`src/rtl/coh_pkg.sv`:
```
package coh_pkg;

  typedef enum logic [2:0] {
    LS_ABSENT  = 3'd0,
    LS_EXCL    = 3'd1,
    LS_SHCLEAN = 3'd2,
    LS_SHOWNED = 3'd3,
    LS_OWNED   = 3'd4
  } line_st_t;

  typedef enum logic [1:0] {
    BC_RDFETCH = 2'd0,
    BC_WRFETCH = 2'd1,
    BC_UPDATE  = 2'd2,
    BC_WRBACK  = 2'd3
  } bus_cmd_t;

  // Line holds data newer than memory
  function automatic logic st_dirty(line_st_t s);
    return (s == LS_SHOWNED) || (s == LS_OWNED);
  endfunction

  // Line may have copies elsewhere, so a write must be broadcast
  function automatic logic st_maybe_shared(line_st_t s);
    return (s == LS_SHCLEAN) || (s == LS_SHOWNED);
  endfunction

  function automatic line_st_t after_fetch(logic sh);
    return sh ? LS_SHCLEAN : LS_EXCL;
  endfunction

  function automatic line_st_t after_update(logic sh);
    return sh ? LS_SHOWNED : LS_OWNED;
  endfunction

  // State change of a held line when another cache's command hits it
  function automatic line_st_t snoop_next(line_st_t s, bus_cmd_t c);
    line_st_t n;
    n = s;
    case (c)
      BC_RDFETCH, BC_WRFETCH: begin
        if (s == LS_EXCL)       n = LS_SHCLEAN;
        else if (s == LS_OWNED) n = LS_SHOWNED;
      end
      BC_UPDATE: begin
        if (s != LS_ABSENT) n = LS_SHCLEAN;
      end
      default: n = s;
    endcase
    return n;
  endfunction

endpackage

```
`src/rtl/coh_line_store.sv`:
```
module coh_line_store
  import coh_pkg::*;
#(
  parameter int IDX_W = 6,
  parameter int TAG_W = 10
) (
  input  logic             clk,
  input  logic             rst,
  // processor-side read port
  input  logic [IDX_W-1:0] p_idx,
  output line_st_t         p_st,
  output logic [TAG_W-1:0] p_tag,
  // snoop-side read port
  input  logic [IDX_W-1:0] s_idx,
  output line_st_t         s_st,
  output logic [TAG_W-1:0] s_tag,
  // snoop-side state write
  input  logic             s_we,
  input  line_st_t         s_nst,
  // sequencer-side state and tag write
  input  logic             f_we,
  input  logic [IDX_W-1:0] f_idx,
  input  line_st_t         f_nst,
  input  logic             f_tag_we,
  input  logic [TAG_W-1:0] f_tag
);

  localparam int LINES = 1 << IDX_W;

  // Tags need no reset: a line is only matched when its state is held
  logic [TAG_W-1:0] tag_mem [LINES];

  always_ff @(posedge clk) begin
    if (f_tag_we) tag_mem[f_idx] <= f_tag;
  end

  assign p_tag = tag_mem[p_idx];
  assign s_tag = tag_mem[s_idx];

  // State bits live in flops so that reset clears every line at once
  logic [LINES-1:0][2:0] st_vec;

  for (genvar g = 0; g < LINES; g++) begin : g_line
    line_st_t st_r;
    always_ff @(posedge clk) begin
      if (rst)                                    st_r <= LS_ABSENT;
      else if (f_we && (f_idx == IDX_W'(g)))      st_r <= f_nst;
      else if (s_we && (s_idx == IDX_W'(g)))      st_r <= s_nst;
    end
    assign st_vec[g] = st_r;
  end

  assign p_st = line_st_t'(st_vec[p_idx]);
  assign s_st = line_st_t'(st_vec[s_idx]);

endmodule

```
`src/rtl/coh_snoop.sv`:
```
module coh_snoop
  import coh_pkg::*;
#(
  parameter int ADDR_W = 16,
  parameter int IDX_W  = 6,
  localparam int TAG_W = ADDR_W - IDX_W
) (
  input  logic              clk,
  input  logic              rst,
  input  logic              snp_valid,
  input  logic [1:0]        snp_cmd,
  input  logic [ADDR_W-1:0] snp_addr,
  // line store access
  output logic [IDX_W-1:0]  s_idx,
  input  line_st_t          s_st,
  input  logic [TAG_W-1:0]  s_tag,
  output logic              s_we,
  output line_st_t          s_nst,
  // bus responses
  output logic              snp_shared,
  output logic              snp_supply
);

  bus_cmd_t cmd;
  logic     held;
  logic     is_fetch;
  logic     shared_q, supply_q;

  assign cmd      = bus_cmd_t'(snp_cmd);
  assign s_idx    = snp_addr[IDX_W-1:0];
  assign held     = snp_valid && (s_st != LS_ABSENT) && (s_tag == snp_addr[ADDR_W-1:IDX_W]);
  assign is_fetch = (cmd == BC_RDFETCH) || (cmd == BC_WRFETCH);

  assign s_we  = held && (cmd != BC_WRBACK);
  assign s_nst = snoop_next(s_st, cmd);

  always_ff @(posedge clk) begin
    if (rst) begin
      shared_q <= 1'b0;
      supply_q <= 1'b0;
    end else begin
      shared_q <= held && (cmd != BC_WRBACK);
      supply_q <= held && is_fetch && st_dirty(s_st);
    end
  end

  assign snp_shared = shared_q;
  assign snp_supply = supply_q;

endmodule

```
`src/rtl/coh_req_seq.sv`:
```
module coh_req_seq
  import coh_pkg::*;
#(
  parameter int ADDR_W = 16,
  parameter int IDX_W  = 6,
  localparam int TAG_W = ADDR_W - IDX_W
) (
  input  logic              clk,
  input  logic              rst,
  // processor side
  input  logic              cpu_req,
  input  logic              cpu_wr,
  input  logic [ADDR_W-1:0] cpu_addr,
  output logic              cpu_ready,
  output logic              cpu_done,
  output logic              cpu_hit,
  // snoop priority
  input  logic              snp_valid,
  // bus side
  output logic              bus_req,
  output logic [1:0]        bus_cmd,
  output logic [ADDR_W-1:0] bus_addr,
  input  logic              bus_gnt,
  input  logic              bus_done,
  input  logic              bus_shared,
  // line store access
  output logic [IDX_W-1:0]  p_idx,
  input  line_st_t          p_st,
  input  logic [TAG_W-1:0]  p_tag,
  output logic              f_we,
  output logic [IDX_W-1:0]  f_idx,
  output line_st_t          f_nst,
  output logic              f_tag_we,
  output logic [TAG_W-1:0]  f_tag
);

  typedef enum logic [1:0] {S_IDLE, S_LOOK, S_REQ, S_RESP} seq_t;

  seq_t              seq_q, seq_d;
  logic              wr_q, wr_d;
  logic [ADDR_W-1:0] addr_q, addr_d;
  bus_cmd_t          cmd_q, cmd_d;
  logic [ADDR_W-1:0] baddr_q, baddr_d;
  logic              breq_q, breq_d;
  logic              done_q, done_d;
  logic              hit_q, hit_d;
  logic              present;

  assign p_idx    = addr_q[IDX_W-1:0];
  assign f_idx    = addr_q[IDX_W-1:0];
  assign f_tag    = addr_q[ADDR_W-1:IDX_W];
  assign present  = (p_st != LS_ABSENT) && (p_tag == addr_q[ADDR_W-1:IDX_W]);

  always_comb begin
    seq_d    = seq_q;
    wr_d     = wr_q;
    addr_d   = addr_q;
    cmd_d    = cmd_q;
    baddr_d  = baddr_q;
    breq_d   = breq_q;
    done_d   = 1'b0;
    hit_d    = hit_q;
    f_we     = 1'b0;
    f_nst    = LS_ABSENT;
    f_tag_we = 1'b0;
    case (seq_q)
      S_IDLE: begin
        if (cpu_req) begin
          wr_d   = cpu_wr;
          addr_d = cpu_addr;
          hit_d  = 1'b0;
          seq_d  = S_LOOK;
        end
      end
      S_LOOK: begin
        // a snooped command owns the store this cycle
        if (!snp_valid) begin
          if (present && !wr_q) begin
            hit_d  = 1'b1;
            done_d = 1'b1;
            seq_d  = S_IDLE;
          end else if (present && !st_maybe_shared(p_st)) begin
            f_we   = 1'b1;
            f_nst  = LS_OWNED;
            hit_d  = 1'b1;
            done_d = 1'b1;
            seq_d  = S_IDLE;
          end else if (present) begin
            hit_d   = 1'b1;
            cmd_d   = BC_UPDATE;
            baddr_d = addr_q;
            breq_d  = 1'b1;
            seq_d   = S_REQ;
          end else if (st_dirty(p_st)) begin
            cmd_d   = BC_WRBACK;
            baddr_d = {p_tag, addr_q[IDX_W-1:0]};
            breq_d  = 1'b1;
            seq_d   = S_REQ;
          end else begin
            cmd_d   = wr_q ? BC_WRFETCH : BC_RDFETCH;
            baddr_d = addr_q;
            breq_d  = 1'b1;
            seq_d   = S_REQ;
          end
        end
      end
      S_REQ: begin
        if (bus_gnt) begin
          breq_d = 1'b0;
          seq_d  = S_RESP;
        end
      end
      S_RESP: begin
        if (bus_done) begin
          case (cmd_q)
            BC_WRBACK: begin
              f_we    = 1'b1;
              f_nst   = LS_ABSENT;
              cmd_d   = wr_q ? BC_WRFETCH : BC_RDFETCH;
              baddr_d = addr_q;
              breq_d  = 1'b1;
              seq_d   = S_REQ;
            end
            BC_RDFETCH: begin
              f_we     = 1'b1;
              f_tag_we = 1'b1;
              f_nst    = after_fetch(bus_shared);
              done_d   = 1'b1;
              seq_d    = S_IDLE;
            end
            BC_WRFETCH: begin
              f_we     = 1'b1;
              f_tag_we = 1'b1;
              if (bus_shared) begin
                f_nst   = LS_SHCLEAN;
                cmd_d   = BC_UPDATE;
                baddr_d = addr_q;
                breq_d  = 1'b1;
                seq_d   = S_REQ;
              end else begin
                f_nst  = LS_OWNED;
                done_d = 1'b1;
                seq_d  = S_IDLE;
              end
            end
            default: begin
              f_we   = 1'b1;
              f_nst  = after_update(bus_shared);
              done_d = 1'b1;
              seq_d  = S_IDLE;
            end
          endcase
        end
      end
      default: seq_d = S_IDLE;
    endcase
  end

  always_ff @(posedge clk) begin
    if (rst) begin
      seq_q   <= S_IDLE;
      wr_q    <= 1'b0;
      addr_q  <= '0;
      cmd_q   <= BC_RDFETCH;
      baddr_q <= '0;
      breq_q  <= 1'b0;
      done_q  <= 1'b0;
      hit_q   <= 1'b0;
    end else begin
      seq_q   <= seq_d;
      wr_q    <= wr_d;
      addr_q  <= addr_d;
      cmd_q   <= cmd_d;
      baddr_q <= baddr_d;
      breq_q  <= breq_d;
      done_q  <= done_d;
      hit_q   <= hit_d;
    end
  end

  assign cpu_ready = (seq_q == S_IDLE);
  assign cpu_done  = done_q;
  assign cpu_hit   = hit_q;
  assign bus_req   = breq_q;
  assign bus_cmd   = cmd_q;
  assign bus_addr  = baddr_q;

endmodule

```
`src/rtl/upd_coh_ctrl.sv`:
```
module upd_coh_ctrl
  import coh_pkg::*;
#(
  parameter int ADDR_W = 16,
  parameter int IDX_W  = 6
) (
  input  logic              clk,
  input  logic              rst,
  input  logic              cpu_req,
  input  logic              cpu_wr,
  input  logic [ADDR_W-1:0] cpu_addr,
  output logic              cpu_ready,
  output logic              cpu_done,
  output logic              cpu_hit,
  output logic              bus_req,
  output logic [1:0]        bus_cmd,
  output logic [ADDR_W-1:0] bus_addr,
  input  logic              bus_gnt,
  input  logic              bus_done,
  input  logic              bus_shared,
  input  logic              snp_valid,
  input  logic [1:0]        snp_cmd,
  input  logic [ADDR_W-1:0] snp_addr,
  output logic              snp_shared,
  output logic              snp_supply
);

  localparam int TAG_W = ADDR_W - IDX_W;

  logic [IDX_W-1:0] p_idx, s_idx, f_idx;
  line_st_t         p_st, s_st, s_nst, f_nst;
  logic [TAG_W-1:0] p_tag, s_tag, f_tag;
  logic             s_we, f_we, f_tag_we;

  coh_line_store #(.IDX_W(IDX_W), .TAG_W(TAG_W)) u_store (
    .clk      (clk),
    .rst      (rst),
    .p_idx    (p_idx),
    .p_st     (p_st),
    .p_tag    (p_tag),
    .s_idx    (s_idx),
    .s_st     (s_st),
    .s_tag    (s_tag),
    .s_we     (s_we),
    .s_nst    (s_nst),
    .f_we     (f_we),
    .f_idx    (f_idx),
    .f_nst    (f_nst),
    .f_tag_we (f_tag_we),
    .f_tag    (f_tag)
  );

  coh_snoop #(.ADDR_W(ADDR_W), .IDX_W(IDX_W)) u_snoop (
    .clk        (clk),
    .rst        (rst),
    .snp_valid  (snp_valid),
    .snp_cmd    (snp_cmd),
    .snp_addr   (snp_addr),
    .s_idx      (s_idx),
    .s_st       (s_st),
    .s_tag      (s_tag),
    .s_we       (s_we),
    .s_nst      (s_nst),
    .snp_shared (snp_shared),
    .snp_supply (snp_supply)
  );

  coh_req_seq #(.ADDR_W(ADDR_W), .IDX_W(IDX_W)) u_seq (
    .clk        (clk),
    .rst        (rst),
    .cpu_req    (cpu_req),
    .cpu_wr     (cpu_wr),
    .cpu_addr   (cpu_addr),
    .cpu_ready  (cpu_ready),
    .cpu_done   (cpu_done),
    .cpu_hit    (cpu_hit),
    .snp_valid  (snp_valid),
    .bus_req    (bus_req),
    .bus_cmd    (bus_cmd),
    .bus_addr   (bus_addr),
    .bus_gnt    (bus_gnt),
    .bus_done   (bus_done),
    .bus_shared (bus_shared),
    .p_idx      (p_idx),
    .p_st       (p_st),
    .p_tag      (p_tag),
    .f_we       (f_we),
    .f_idx      (f_idx),
    .f_nst      (f_nst),
    .f_tag_we   (f_tag_we),
    .f_tag      (f_tag)
  );

endmodule

```
`config.mk`:
```
export PLATFORM = sky130hd
export DESIGN_NAME = upd_coh_ctrl
export DESIGN_NICKNAME = d
export VERILOG_FILES = /design/src/rtl/coh_pkg.sv /design/src/rtl/coh_line_store.sv /design/src/rtl/coh_snoop.sv /design/src/rtl/coh_req_seq.sv /design/src/rtl/upd_coh_ctrl.sv
export SDC_FILE = /design/constraint.sdc
export NUM_CORES = 1
export LEC_CHECK = 0
export CAP_MARGIN = 20
export CELL_PAD_IN_SITES_DETAIL_PLACEMENT = 1
export CELL_PAD_IN_SITES_GLOBAL_PLACEMENT = 1
export CORE_MARGIN = 4
export CORE_UTILIZATION = 44
export DETAILED_ROUTE_END_ITERATION = 16
export DONT_BUFFER_PORTS = 1
export PLACE_DENSITY = 0.69
export REMOVE_ABC_BUFFERS = 1
export SLEW_MARGIN = 20
export SYNTH_ARGS = -nofsm -noshare
export SYNTH_HDL_FRONTEND = slang
export SYNTH_SLANG_ARGS = --single-unit
```
`constraint.sdc`:
```
create_clock -name clk -period 10.6 [get_ports clk]
set_input_delay 2.12 -clock clk [delete_from_list [all_inputs] [get_ports clk]]
set_output_delay 2.12 -clock clk [all_outputs]
set_load 0.02 [all_outputs]
```
==> impl_results.md <==
- Post-synth EDFFs: 640
- Fin util: 0.489
- Final #Nets: 3437
- Crit-path slowest cell: a2111o_2
- Post-DP Area: 47400 um2
- Library cells used by synthesis: 71
- Initial Util: 0.444
- Layout cell share with drive strength beyond 1: 0.231
- Crit path time final: 7.15 ns
- Pin count of the biggest net entering global routing: 274
- Num CTS Buffers: 98
- Fmax: 0.140 GHz
- CP Max Fanout: 273
- Htree depth: 3
- Die area: 110000 um2
- DP Worst Slack: 3.09 ns
- Antenna Violating Nets Remaining: 0
- Clk Latency, worst-skew pair: 0.70 ns
- RSZ-0062 raised after global routing: false
- Setup crit start: snp_addr[1]
- Max clock buf depth: 3
- Register area: 24100 um2
- Final setup viols: 0
- Power, Total: 8.00 mW
- FP Rows: 118
- Worst path depth: 11
- DRT Pass-1 Iters: 6
- WL per Instance: 37.7 um
- Number of top-level pins: 66
- Max-Cap Viols: 0
- Worst-margin pin slew: 1.19 ns
- Static Leakage: 15.8 nW
- First-pass GRT wire length: 261000 um
- Remaining Overflow, GRT: 0
- Hold Crit Class: flip-flop to flip-flop
- CTS root buf: clkbuf_16
- Fin crit share: 0.675
- Multi-input logic area: 20700 um2
- Crit path DAT: 7.73 ns
- Total negative slack: 0 ns
- Die height: 332 um
- Most common cell after layout, fill and taps aside: edfxtp_1
- Final WS setup: 3.45 ns
- Status: finished clean
- CTS tree: built
- Clock slew at reported path FFs: 0.06 ns
- Yosys warning count: 0
- R2r setup slk: 3.82 ns
- RR Endpoint: u_store.g_line[4].st_r[2]$_SDFFE_PP0P_
- Dpl cells: 4675
- Post-synth ARST share: 0
- Crit path max-delay family: multiplexers
- Fin. max-slew vios: 0
- Mapped Cells: 3485
- P&R area growth vs syn: 10.1%
- Post-CTS Hold Fix Bufs: 0
- Syn Area/Cell: 13.2 um2
- RD Place Congestion: 0.955
- CP Class: primary input to flip-flop
- Sink Count: 880
- Via Count: 34582
- Post_cts resized: 0
- Max transition margin: 0.207
- Crit path to: u_store.g_line[12].st_r[1]$_SDFFE_PP0P_
- IO Port Bufs: 0
- Core Area: 104000 um2
- Min Hold Slack: 0.556 ns
- Hpwl dp: 118000 um
- GRT Util Overall: 0.324
- Post-synth top flop: edfxtp_1
- Vias in the first global route: 35119
- Post-CTS Setup Repair Bufs: 0
- Syn Std Cell Area: 46100 um2
- Register-to-Register Path Depth: 13
- Yosys reg bits: 880
- Worst VDD drop: 0.117 mV
- Buf+Inv Stages, Crit Path: 1
- Final worst clock skew: 0.0324 ns
- Min-delay src: u_store.g_line[59].st_r[1]$_SDFFE_PP0P_
- Crit-path max cell delay: 0.87 ns
- Fin area: 50800 um2
- Crit. End Element: flip-flop
- Final hold viol count: 0
- Drt initial violations: 4499
- Power Dens Cells: 158 nW/um2
- Initial antenna violation count: 8
- Sequential cell area fraction in the yosys report: 0.521
- Top cell by count, worst path: mux4_2
- Residual DRC: 0
- CP required: 11.17 ns
- Startpoint types: primary input
- Number of fillers in the final layout: 10302
- Drt via density: 7.12
- Routed wire length: 183000 um
- Cell Count, Final, Fillers Out: 4859
- Die width: 332 um
- Worst path cell trace: mux4_2, mux4_2, mux2i_1, o21ai_1, a31oi_1, nand4b_1, a2111o_2, buf_4, nor3_1, mux2_1, a311oi_1
- Most frequent cells in the layout: edfxtp_1, mux2i_1, mux4_2
## worst min-delay path by stage
stage,endpoint,cells after the start
3_3_place_gp,u_store.g_line[60].st_r[0]$_SDFFE_PP0P_,2
2_1_floorplan,u_seq.wr_q$_SDFFE_PP0P_,2
3_5_place_dp,u_seq.addr_q[3]$_SDFFE_PP0P_,2
4_1_cts,u_store.g_line[59].st_r[1]$_SDFFE_PP0P_,2
6_report,u_store.g_line[59].st_r[1]$_SDFFE_PP0P_,2
5_1_grt,u_store.g_line[53].st_r[0]$_SDFFE_PP0P_,2
## metal layers
layer | GRT usage | part of all wire | vias up
li1 | - | - | 13741
met1 | 0.412 | 0.37 | 17946
met2 | 0.510 | 0.46 | 2348
met3 | 0.0908 | 0.11 | 543
met4 | 0.162 | 0.060 | 4
met5 | 0 | 0.00012 | -
## power breakdown
| group | leakage (nW) | switching, mW | internal, mW |
|---|---|---|---|
| logic | 6.12 | 0.462 | 0.247 |
| registers | 8.02 | 0.0306 | 3.71 |
| clock network | 1.62 | 1.50 | 2.05 |
## worst min-delay path: stages (launching register included)
cell     delay (ns)
dfxtp_1        0.32
mux2i_1        0.12
a21oi_1        0.07
## cell type report
| class | count | area share |
|---|---|---|
| sequential | 880 | 0.474 |
| multi-input combinational | 2285 | 0.408 |
| clock buffer | 108 | 0.0494 |
| tap | 1380 | 0.0340 |
| timing repair buffer | 121 | 0.0186 |
| clock inverter | 73 | 0.0151 |
| inverter | 9 | 0.000666 |
| antenna | 3 | 0.000148 |
## state kept, by name, indices dropped and copies added (netlist names), named ones only
| register | count |
|---|---|
| u_seq.bus_addr | 16 |
| u_seq.wr_q | 1 |
| u_snoop.snp_shared | 1 |
| u_store.tag_mem | 640 |
| u_seq.cpu_hit | 1 |
| u_seq.bus_req | 1 |
| u_snoop.snp_supply | 1 |
| u_store.g_line.st_r | 192 |
| u_seq.cpu_done | 1 |
| u_seq.seq_q | 2 |
| u_seq.bus_cmd | 2 |
| u_seq.addr_q | 16 |
## cell usage after synthesis (all sizes together) (20+ instances only)
cell	n	share of area
mux2i	445	0.097
nor2	181	0.015
nand2	282	0.023
a311oi	49	0.0093
buf	160	0.020
mux2	63	0.015
a31o	85	0.016
nand3	47	0.0051
o22ai	20	0.0027
nor2b	34	0.0046
nor4	22	0.0030
a221oi	83	0.016
nor3	85	0.014
dfxtp	240	0.10
mux4	293	0.14
edfxtp	640	0.42
and2	20	0.0027
a21oi	255	0.028
a22oi	141	0.023
clkbuf	151	0.012
## cells by family (layout without fill, tap and decap cells)
group           count (synthesis)  count (layout)  share of synthesized area
compound gates                729             729                      0.111
buf+inv                       320             311                     0.0333
simple gates                  725             725                     0.0744
other cells                     0               3                          0
mux                           801             801                      0.255
flops                         880             880                      0.521
xor+xnor                       30              30                    0.00570
No activity file was read; power rests on OpenSTA's default activity.
